### src/rtl/nvm_pkg.sv
package nvm_pkg;

   // register select codes on the bus
   typedef enum logic [1:0] {
      SEL_CTRL   = 2'd0,
      SEL_KEY    = 2'd1,
      SEL_BUF_LO = 2'd2,
      SEL_BUF_HI = 2'd3
   } reg_sel_e;

   // unlock tracker states
   typedef enum logic [1:0] {
      KEY_IDLE  = 2'd0,
      KEY_HALF  = 2'd1,
      KEY_ARMED = 2'd2
   } key_state_e;

   localparam logic [7:0] KEY_FIRST  = 8'h55;
   localparam logic [7:0] KEY_SECOND = 8'hAA;

endpackage

### src/rtl/nvm_unlock.sv
module nvm_unlock #(
   parameter int REG_W = 16
) (
   input  logic             clk,
   input  logic             rst_n,
   input  logic             wr_en,
   input  logic [1:0]       sel,
   input  logic [REG_W-1:0] wdata,
   output logic             armed
);
   import nvm_pkg::*;

   key_state_e st_q, st_d;
   logic       is_key, is_first, is_second;

   always_comb begin
      is_key    = (sel == SEL_KEY);
      is_first  = is_key && (wdata == REG_W'(KEY_FIRST));
      is_second = is_key && (wdata == REG_W'(KEY_SECOND));
      st_d      = st_q;
      if (wr_en) begin
         if (is_first)
            st_d = KEY_HALF;
         else if (is_second && (st_q == KEY_HALF))
            st_d = KEY_ARMED;
         else
            st_d = KEY_IDLE;
      end
   end

   always_ff @(posedge clk or negedge rst_n) begin
      if (!rst_n) st_q <= KEY_IDLE;
      else        st_q <= st_d;
   end

   assign armed = (st_q == KEY_ARMED);

endmodule

### src/rtl/nvm_fill_buf.sv
module nvm_fill_buf #(
   parameter int WORD_W    = 24,
   parameter int REG_W     = 16,
   parameter int ROW_WORDS = 64,
   parameter int ADDR_W    = 16
) (
   input  logic                         clk,
   input  logic                         rst_n,
   input  logic                         ld_en,
   input  logic                         ld_hi,
   input  logic [ADDR_W-1:0]            ld_addr,
   input  logic [REG_W-1:0]             ld_data,
   input  logic                         clr,
   input  logic                         flag_err,
   input  logic [$clog2(ROW_WORDS)-1:0] rd_idx,
   output logic [WORD_W-1:0]            rd_word,
   output logic                         full,
   output logic                         seq_err,
   output logic [ADDR_W-1:0]            grp_base
);
   localparam int ROW_LG = $clog2(ROW_WORDS);
   localparam int HI_W   = WORD_W - REG_W;
   localparam int GRP_W  = ADDR_W - ROW_LG;
   localparam int FILL_W = ROW_LG + 1;

   logic [FILL_W-1:0]           fill_q;
   logic                        half_q;
   logic [GRP_W-1:0]            grp_q;
   logic                        err_q;
   logic                        idx_ok, grp_ok, room, phase_ok, ld_ok, ld_bad;
   logic [ROW_WORDS-1:0]        wr_lo, wr_hi;
   logic [ROW_WORDS*WORD_W-1:0] flat;

   always_comb begin
      idx_ok   = (ld_addr[ROW_LG-1:0] == fill_q[ROW_LG-1:0]);
      grp_ok   = ((fill_q == '0) && !half_q) || (ld_addr[ADDR_W-1:ROW_LG] == grp_q);
      room     = (fill_q < FILL_W'(ROW_WORDS));
      phase_ok = (ld_hi == half_q);
      ld_ok    = ld_en && room && idx_ok && grp_ok && phase_ok;
      ld_bad   = ld_en && !ld_ok;
      wr_lo    = (ld_ok && !ld_hi) ? (ROW_WORDS'(1) << fill_q[ROW_LG-1:0]) : '0;
      wr_hi    = (ld_ok &&  ld_hi) ? (ROW_WORDS'(1) << fill_q[ROW_LG-1:0]) : '0;
   end

   always_ff @(posedge clk or negedge rst_n) begin
      if (!rst_n) begin
         fill_q <= '0;
         half_q <= 1'b0;
         grp_q  <= '0;
         err_q  <= 1'b0;
      end else if (clr) begin
         fill_q <= '0;
         half_q <= 1'b0;
         err_q  <= 1'b0;
      end else begin
         if (ld_ok) begin
            if (!ld_hi) begin
               half_q <= 1'b1;
               if (fill_q == '0) grp_q <= ld_addr[ADDR_W-1:ROW_LG];
            end else begin
               half_q <= 1'b0;
               fill_q <= fill_q + FILL_W'(1);
            end
         end
         if (ld_bad || flag_err) err_q <= 1'b1;
      end
   end

   // one storage slot per row word
   for (genvar s = 0; s < ROW_WORDS; s++) begin : g_slot
      logic [WORD_W-1:0] word_q;
      always_ff @(posedge clk or negedge rst_n) begin
         if (!rst_n) begin
            word_q <= '0;
         end else begin
            if (wr_lo[s]) word_q[REG_W-1:0]      <= ld_data;
            if (wr_hi[s]) word_q[WORD_W-1:REG_W] <= ld_data[HI_W-1:0];
         end
      end
      assign flat[s*WORD_W +: WORD_W] = word_q;
   end

   assign rd_word  = flat[rd_idx*WORD_W +: WORD_W];
   assign full     = (fill_q == FILL_W'(ROW_WORDS));
   assign seq_err  = err_q;
   assign grp_base = {grp_q, {ROW_LG{1'b0}}};

endmodule

### src/rtl/nvm_op_timer.sv
module nvm_op_timer #(
   parameter int ROW_WORDS = 64,
   parameter int ADDR_W    = 16,
   parameter int OP_CYCLES = 200000
) (
   input  logic                         clk,
   input  logic                         rst_n,
   input  logic                         start,
   input  logic                         start_erase,
   input  logic [ADDR_W-1:0]            start_addr,
   output logic                         busy,
   output logic                         done,
   output logic                         fl_wr_en,
   output logic                         fl_erase,
   output logic [ADDR_W-1:0]            fl_addr,
   output logic [$clog2(ROW_WORDS)-1:0] rd_idx
);
   localparam int ROW_LG = $clog2(ROW_WORDS);
   localparam int CNT_W  = $clog2(OP_CYCLES + 1);

   logic              busy_q, erase_q, last, stream;
   logic [CNT_W-1:0]  cnt_q;
   logic [ADDR_W-1:0] base_q;

   always_ff @(posedge clk or negedge rst_n) begin
      if (!rst_n) begin
         busy_q  <= 1'b0;
         erase_q <= 1'b0;
         cnt_q   <= '0;
         base_q  <= '0;
      end else if (start) begin
         busy_q  <= 1'b1;
         erase_q <= start_erase;
         cnt_q   <= '0;
         base_q  <= start_addr;
      end else if (busy_q) begin
         if (last) busy_q <= 1'b0;
         else      cnt_q  <= cnt_q + CNT_W'(1);
      end
   end

   always_comb begin
      last     = busy_q && (cnt_q == CNT_W'(OP_CYCLES - 1));
      stream   = busy_q && !erase_q && (cnt_q < CNT_W'(ROW_WORDS));
      rd_idx   = cnt_q[ROW_LG-1:0];
      fl_wr_en = stream;
      fl_erase = busy_q && erase_q && (cnt_q == '0);
      if (stream)        fl_addr = base_q + ADDR_W'(rd_idx);
      else if (fl_erase) fl_addr = base_q;
      else               fl_addr = '0;
   end

   assign busy = busy_q;
   assign done = last;

endmodule

### src/rtl/nvm_row_ctrl.sv
module nvm_row_ctrl #(
   parameter int WORD_W    = 24,
   parameter int REG_W     = 16,
   parameter int ROW_WORDS = 64,
   parameter int PAGE_ROWS = 8,
   parameter int ADDR_W    = 16,
   parameter int OP_CYCLES = 200000
) (
   input  logic              clk,
   input  logic              rst_n,
   input  logic              reg_wr,
   input  logic              reg_rd,
   input  logic [1:0]        reg_sel,
   input  logic [ADDR_W-1:0] reg_addr,
   input  logic [REG_W-1:0]  reg_wdata,
   output logic [REG_W-1:0]  reg_rdata,
   output logic              stall,
   output logic              fl_wr_en,
   output logic              fl_erase,
   output logic [ADDR_W-1:0] fl_addr,
   output logic [WORD_W-1:0] fl_wdata
);
   import nvm_pkg::*;

   localparam int ROW_LG     = $clog2(ROW_WORDS);
   localparam int PAGE_WORDS = ROW_WORDS * PAGE_ROWS;
   localparam int PAGE_LG    = $clog2(PAGE_WORDS);
   localparam int BIT_GO     = REG_W - 1;
   localparam int BIT_KEYERR = REG_W - 2;
   localparam int BIT_SEQERR = REG_W - 3;
   localparam int BIT_ALIGN  = REG_W - 4;
   localparam int BIT_OP     = 0;

   // elaboration-time parameter checks
   if (WORD_W <= REG_W || WORD_W > 2 * REG_W) begin : g_bad_word
      $error("WORD_W must exceed REG_W and be at most twice REG_W");
   end
   if (REG_W < 8) begin : g_bad_reg
      $error("REG_W must hold an 8-bit key");
   end
   if ((ROW_WORDS & (ROW_WORDS - 1)) != 0 || ROW_WORDS < 2) begin : g_bad_row
      $error("ROW_WORDS must be a power of two");
   end
   if ((PAGE_ROWS & (PAGE_ROWS - 1)) != 0 || PAGE_ROWS < 1) begin : g_bad_page
      $error("PAGE_ROWS must be a power of two");
   end
   if (ADDR_W <= PAGE_LG) begin : g_bad_addr
      $error("ADDR_W must cover more than one page");
   end
   if (OP_CYCLES <= ROW_WORDS) begin : g_bad_cyc
      $error("OP_CYCLES must exceed ROW_WORDS");
   end

   logic                wr_live, ctrl_wr, go_req, clr_req, req_erase, page_ok;
   logic                armed, accept, rej_key, rej_align, rej_fill;
   logic                ld_en, ld_hi, fill_clr;
   logic                busy, done, full, seq_err;
   logic                op_q, key_err_q, align_err_q;
   logic [ADDR_W-1:0]   grp_base, start_addr;
   logic [ROW_LG-1:0]   rd_idx;
   logic [WORD_W-1:0]   rd_word;

   always_comb begin
      wr_live   = reg_wr && !busy;
      ctrl_wr   = wr_live && (reg_sel == SEL_CTRL);
      go_req    = ctrl_wr && reg_wdata[BIT_GO];
      clr_req   = ctrl_wr && !reg_wdata[BIT_GO];
      req_erase = reg_wdata[BIT_OP];
      page_ok   = (reg_addr[PAGE_LG-1:0] == '0);
      rej_key   = go_req && !armed;
      rej_align = go_req && armed && req_erase && !page_ok;
      rej_fill  = go_req && armed && !req_erase && (seq_err || !full);
      accept    = go_req && armed && !rej_align && !rej_fill;
      ld_en     = wr_live && ((reg_sel == SEL_BUF_LO) || (reg_sel == SEL_BUF_HI));
      ld_hi     = (reg_sel == SEL_BUF_HI);
      fill_clr  = clr_req || (done && !op_q);
      start_addr = req_erase ? reg_addr : grp_base;
   end

   always_ff @(posedge clk or negedge rst_n) begin
      if (!rst_n) begin
         op_q        <= 1'b0;
         key_err_q   <= 1'b0;
         align_err_q <= 1'b0;
      end else begin
         if (ctrl_wr) op_q <= req_erase;
         if (clr_req) begin
            key_err_q   <= 1'b0;
            align_err_q <= 1'b0;
         end else begin
            if (rej_key)   key_err_q   <= 1'b1;
            if (rej_align) align_err_q <= 1'b1;
         end
      end
   end

   nvm_unlock #(.REG_W(REG_W)) i_unlock (
      .clk   (clk),
      .rst_n (rst_n),
      .wr_en (wr_live),
      .sel   (reg_sel),
      .wdata (reg_wdata),
      .armed (armed)
   );

   nvm_fill_buf #(
      .WORD_W    (WORD_W),
      .REG_W     (REG_W),
      .ROW_WORDS (ROW_WORDS),
      .ADDR_W    (ADDR_W)
   ) i_fill (
      .clk      (clk),
      .rst_n    (rst_n),
      .ld_en    (ld_en),
      .ld_hi    (ld_hi),
      .ld_addr  (reg_addr),
      .ld_data  (reg_wdata),
      .clr      (fill_clr),
      .flag_err (rej_fill),
      .rd_idx   (rd_idx),
      .rd_word  (rd_word),
      .full     (full),
      .seq_err  (seq_err),
      .grp_base (grp_base)
   );

   nvm_op_timer #(
      .ROW_WORDS (ROW_WORDS),
      .ADDR_W    (ADDR_W),
      .OP_CYCLES (OP_CYCLES)
   ) i_timer (
      .clk         (clk),
      .rst_n       (rst_n),
      .start       (accept),
      .start_erase (req_erase),
      .start_addr  (start_addr),
      .busy        (busy),
      .done        (done),
      .fl_wr_en    (fl_wr_en),
      .fl_erase    (fl_erase),
      .fl_addr     (fl_addr),
      .rd_idx      (rd_idx)
   );

   always_comb begin
      reg_rdata = '0;
      if (reg_rd && (reg_sel == SEL_CTRL)) begin
         reg_rdata[BIT_GO]     = busy;
         reg_rdata[BIT_KEYERR] = key_err_q;
         reg_rdata[BIT_SEQERR] = seq_err;
         reg_rdata[BIT_ALIGN]  = align_err_q;
         reg_rdata[BIT_OP]     = op_q;
      end
   end

   assign stall    = busy;
   assign fl_wdata = fl_wr_en ? rd_word : '0;

endmodule

### config.mk
export PLATFORM = sky130hd
export DESIGN_NAME = nvm_row_ctrl
export DESIGN_NICKNAME = d
export VERILOG_FILES = /design/src/rtl/nvm_pkg.sv /design/src/rtl/nvm_unlock.sv /design/src/rtl/nvm_fill_buf.sv /design/src/rtl/nvm_op_timer.sv /design/src/rtl/nvm_row_ctrl.sv
export SDC_FILE = /design/constraint.sdc
export NUM_CORES = 2
export LEC_CHECK = 0
export BUFFER_PORTS_ARGS = -buffer_cell sky130_fd_sc_hd__buf_2
export CELL_PAD_IN_SITES_DETAIL_PLACEMENT = 1
export CELL_PAD_IN_SITES_GLOBAL_PLACEMENT = 1
export CORE_MARGIN = 2
export CORE_UTILIZATION = 54
export CTS_CLUSTER_SIZE = 30
export DETAILED_ROUTE_END_ITERATION = 10
export PLACE_DENSITY = 0.79
export SETUP_SLACK_MARGIN = 0.05
export SLEW_MARGIN = 0
export SYNTH_ARGS = -nofsm -noshare
export SYNTH_HDL_FRONTEND = slang
export SYNTH_SLANG_ARGS = --single-unit
### constraint.sdc
create_clock -name clk -period 6.9 [get_ports clk]
set_clock_uncertainty 0.2 [all_clocks]
set_input_delay 1.035 -clock clk [delete_from_list [all_inputs] [get_ports clk]]
set_output_delay 1.035 -clock clk [all_outputs]
set_load 0.05 [all_outputs]
==> flow_summary_export.csv <==
group,metric,value,unit
synth,synth_edf_count,0,
clocking,path_clk_slew,60,ps
synth,syn_avg_cell_area,15.0,sq um
drt,firstDrtPassIters,5,
placed_design,place_ws,1700,ps
layout,mostFrequentLayoutCells,"1591 x dfrtp_1, 1545 x mux2_2, 336 x mux4_2",
drt,vias,44400,
layout,areaGrowthSynthToFinish,10.8,%
global_route,first_global_vias,48900,
critical_path,slowest_stage,"nor3b_1",
synth,synth_seq_area_share,54.4,%
placed_design,placed_cell_area,0.0757,sq mm
layout,mostFrequentLayoutCell,"dfrtp_1",
die,fp.dieH,373,um
critical_path,crit_chain,"buf_12, nor3b_1, nand2_1, o2111ai_1, o21ai_0, o21ai_0, a31oi_1, buf_2",
critical_path,reg2reg_slack,2400,ps
critical_path,endpoint_kind,"output pin",
clocking,ctsHoldBuffers,0,
clocking,cts-root-buf,"clkbuf_16",
clocking,cts_tree,"yes",
timing,hold_violations,6,
timing,min_period,6040,ps
power_and_ir_drop,leakage,0.0408,uW
global_route,antenna_found_initial,17,
timing,max_slew_margin,2.63,%
power_and_ir_drop,peakVddDrop,258,uV
timing,maxSlewViolCount,0,
placed_design,dp_hpwl,132000,um
timing,fin_ws,864,ps
timing,tns,0,ps
synth,yosysWarnings,0,
synth,synth_top_area_share,54.4,%
global_route,grt-ovfl-total,0,
clocking,numCtsBuffers,169,
drt,antenna_left,0,
placed_design,port_buffers,85,
die,chipWidth,373,um
critical_path,startpoint_type,"flop",
timing,worstMarginPinSlew,1460,ps
critical_path,crit_fanout,72,
critical_path,required,5660,ps
layout,drive_gt1_share,48.8,%
drt,wirelength,216000,um
global_route,grtUsageMet3,6.11,%
global_route,grt_most_used_layer,"met2",
critical_path,max_stage_delay,1200,ps
die,core,0.135,sq mm
clocking,clock_latency,820,ps
synth,yosysTopAreaCell,"dfrtp_1",
layout,postLayoutCellArea,0.0813,sq mm
run_status,status,"finished, violations left",
critical_path,critPathKind,"reg2out",
clocking,htreeDepth,4,
drt,via_per_inst,6.55,
layout,finish.utilization,60.2,%
timing,whs,-17.2,ps
clocking,cts_num_sinks,1596,
global_route,grt_pass1_wl,328000,um
global_route,grt_usage,31.6,%
synth,syn_inst,4903,
critical_path,crit_top_cell,"o21ai_0",
synth,yosys.cell_types.count,65,
synth,synthArstFlopShare,100,%
run_status,violations,"hold timing",
synth,yosys_most_used_dff,"dfrtp_1",
placed_design,gp_congestion,0.839,
global_route,grt_util_met1,42.1,%
critical_path,cp.arrival,4800,ps
global_route,grt_max_degree,169,
synth,synthTopCellsByArea,"dfrtp_1 54%, mux2_2 24%, mux4_2 10%, mux2i_1 1.8%, clkbuf_1 1.5%",
die,ios,97,
critical_path,cp_top_family,"simple AND/OR/NAND/NOR gates",
timing,rsz0062_at_grt,"false",
die,rows,135,
critical_path,critical_path_buf_inv_count,2,
clocking,ctsResizeCount,0,
drt,drc,0,
die,start_util,54.3,%
timing,finalSetupViolCount,0,
drt,drt_iter0_drc,3413,
drt,wl_per_cell,31.9,um
timing,clock.fmax,0.166,GHz
clocking,postCtsSetupBuffers,0,
timing,period_share,87.5,%
synth,ys_seq_elements,1596,
clocking,clk_path_buf_depth,3,
worst_hold_path,hold_path_class,"in2async",
global_route,gr-usage-met2,50.7,%
synth,syn_area,0.0734,sq mm
flow_run,cap_viol_max_count,0,
die,die-area,0.139,sq mm
layout,nets,4920,
power_and_ir_drop,power_per_cell_area,236,mW/mm^2
[final timing paths]
check | start | end | cells after the start
worst max-delay path | i_timer.cnt_q[0] | fl_wdata[4] | 8
worst min-delay path | rst_n | i_fill.g_slot[32].word_q[18] | 1
worst max register to register | i_fill.fill_q[2] | i_fill.g_slot[8].word_q[11] | 7
worst min register to register | i_fill.g_slot[30].word_q[19] | i_fill.g_slot[30].word_q[19] | 1
max in group asynchronous | rst_n | i_timer.cnt_q[2] | 2
min in group clk | reg_addr[14] | i_fill.grp_q[8] | 2
[logic make-up (layout without fill, tap and decap cells)]
kind of cell               count (synthesis)  count (layout)  synth area share, %
muxes                                   2030            2030                 36.2
xor gates and xnor gates                  34              34                0.406
other                                      1              13              0.00511
DFF                                     1596            1596                 54.4
buffers and inverters                    449             533                 2.54
AOI/OAI and AO/OA                        342             342                 3.15
adders and majority gates                 15              15                0.266
and+or+nand+nor                          436             436                 3.07
[state kept, by name, indices dropped and copies added, names as in the netlist, 2 cells and up]
name and cells:
i_fill.grp_q 10, i_fill.fill_q 7, i_unlock.st_q 2, i_fill.g_slot.word_q 1536
i_timer.cnt_q 18, i_timer.base_q 16
[final cells by class]
type                       instances  area, sq um
inverter                          12         45.0
clock inverter                    43          502
multi-input combinational       2868        31700
fill                           12200        53800
clock buffer                     258         5160
tap                             1781         2230
timing repair buffer             220         1710
sequential                      1596        40000
antenna                            2         5.00
[per-stage QoR]
stage	instances	power, uW
final	6780	19200
after global routing	6778	19700
after CTS	6778	19300
after detailed placement	6477	10000
after global placement	6477	10000
after floorplan	4913	9710
[layer usage]
layer	routed length, um	vias to the layer above
met5	117	-
met1	87900	24400
met3	13500	491
met2	104000	1416
met4	10600	18
li1	-	18100
[cell usage after synthesis (11+ instances only)]
cell / n
a21oi_1: 29
a221oi_1: 37
a22oi_1: 34
a31oi_1: 16
and3_1: 20
buf_1: 39
buf_2: 89
buf_4: 12
clkbuf_1: 294
dfrtp_1: 1596
ha_1: 14
inv_1: 11
mux2_2: 1545
mux2_4: 16
mux2i_1: 133
mux4_2: 336
nand2_1: 94
nand2b_1: 15
nand3_1: 45
nand4_1: 12
nor2_1: 144
nor2_2: 12
nor2b_1: 14
o211a_1: 15
o211ai_1: 29
o21ai_0: 78
o22ai_1: 63
xnor2_1: 11
xor2_1: 23
[report_power, final]
part | leakage (uW) | internal, uW | switching [uW]
logic | 0.0158 | 59.1 | 422
clock network | 0.00280 | 5470 | 3830
registers | 0.0222 | 9370 | 9.16
Power figures use the tool's default switching activity.
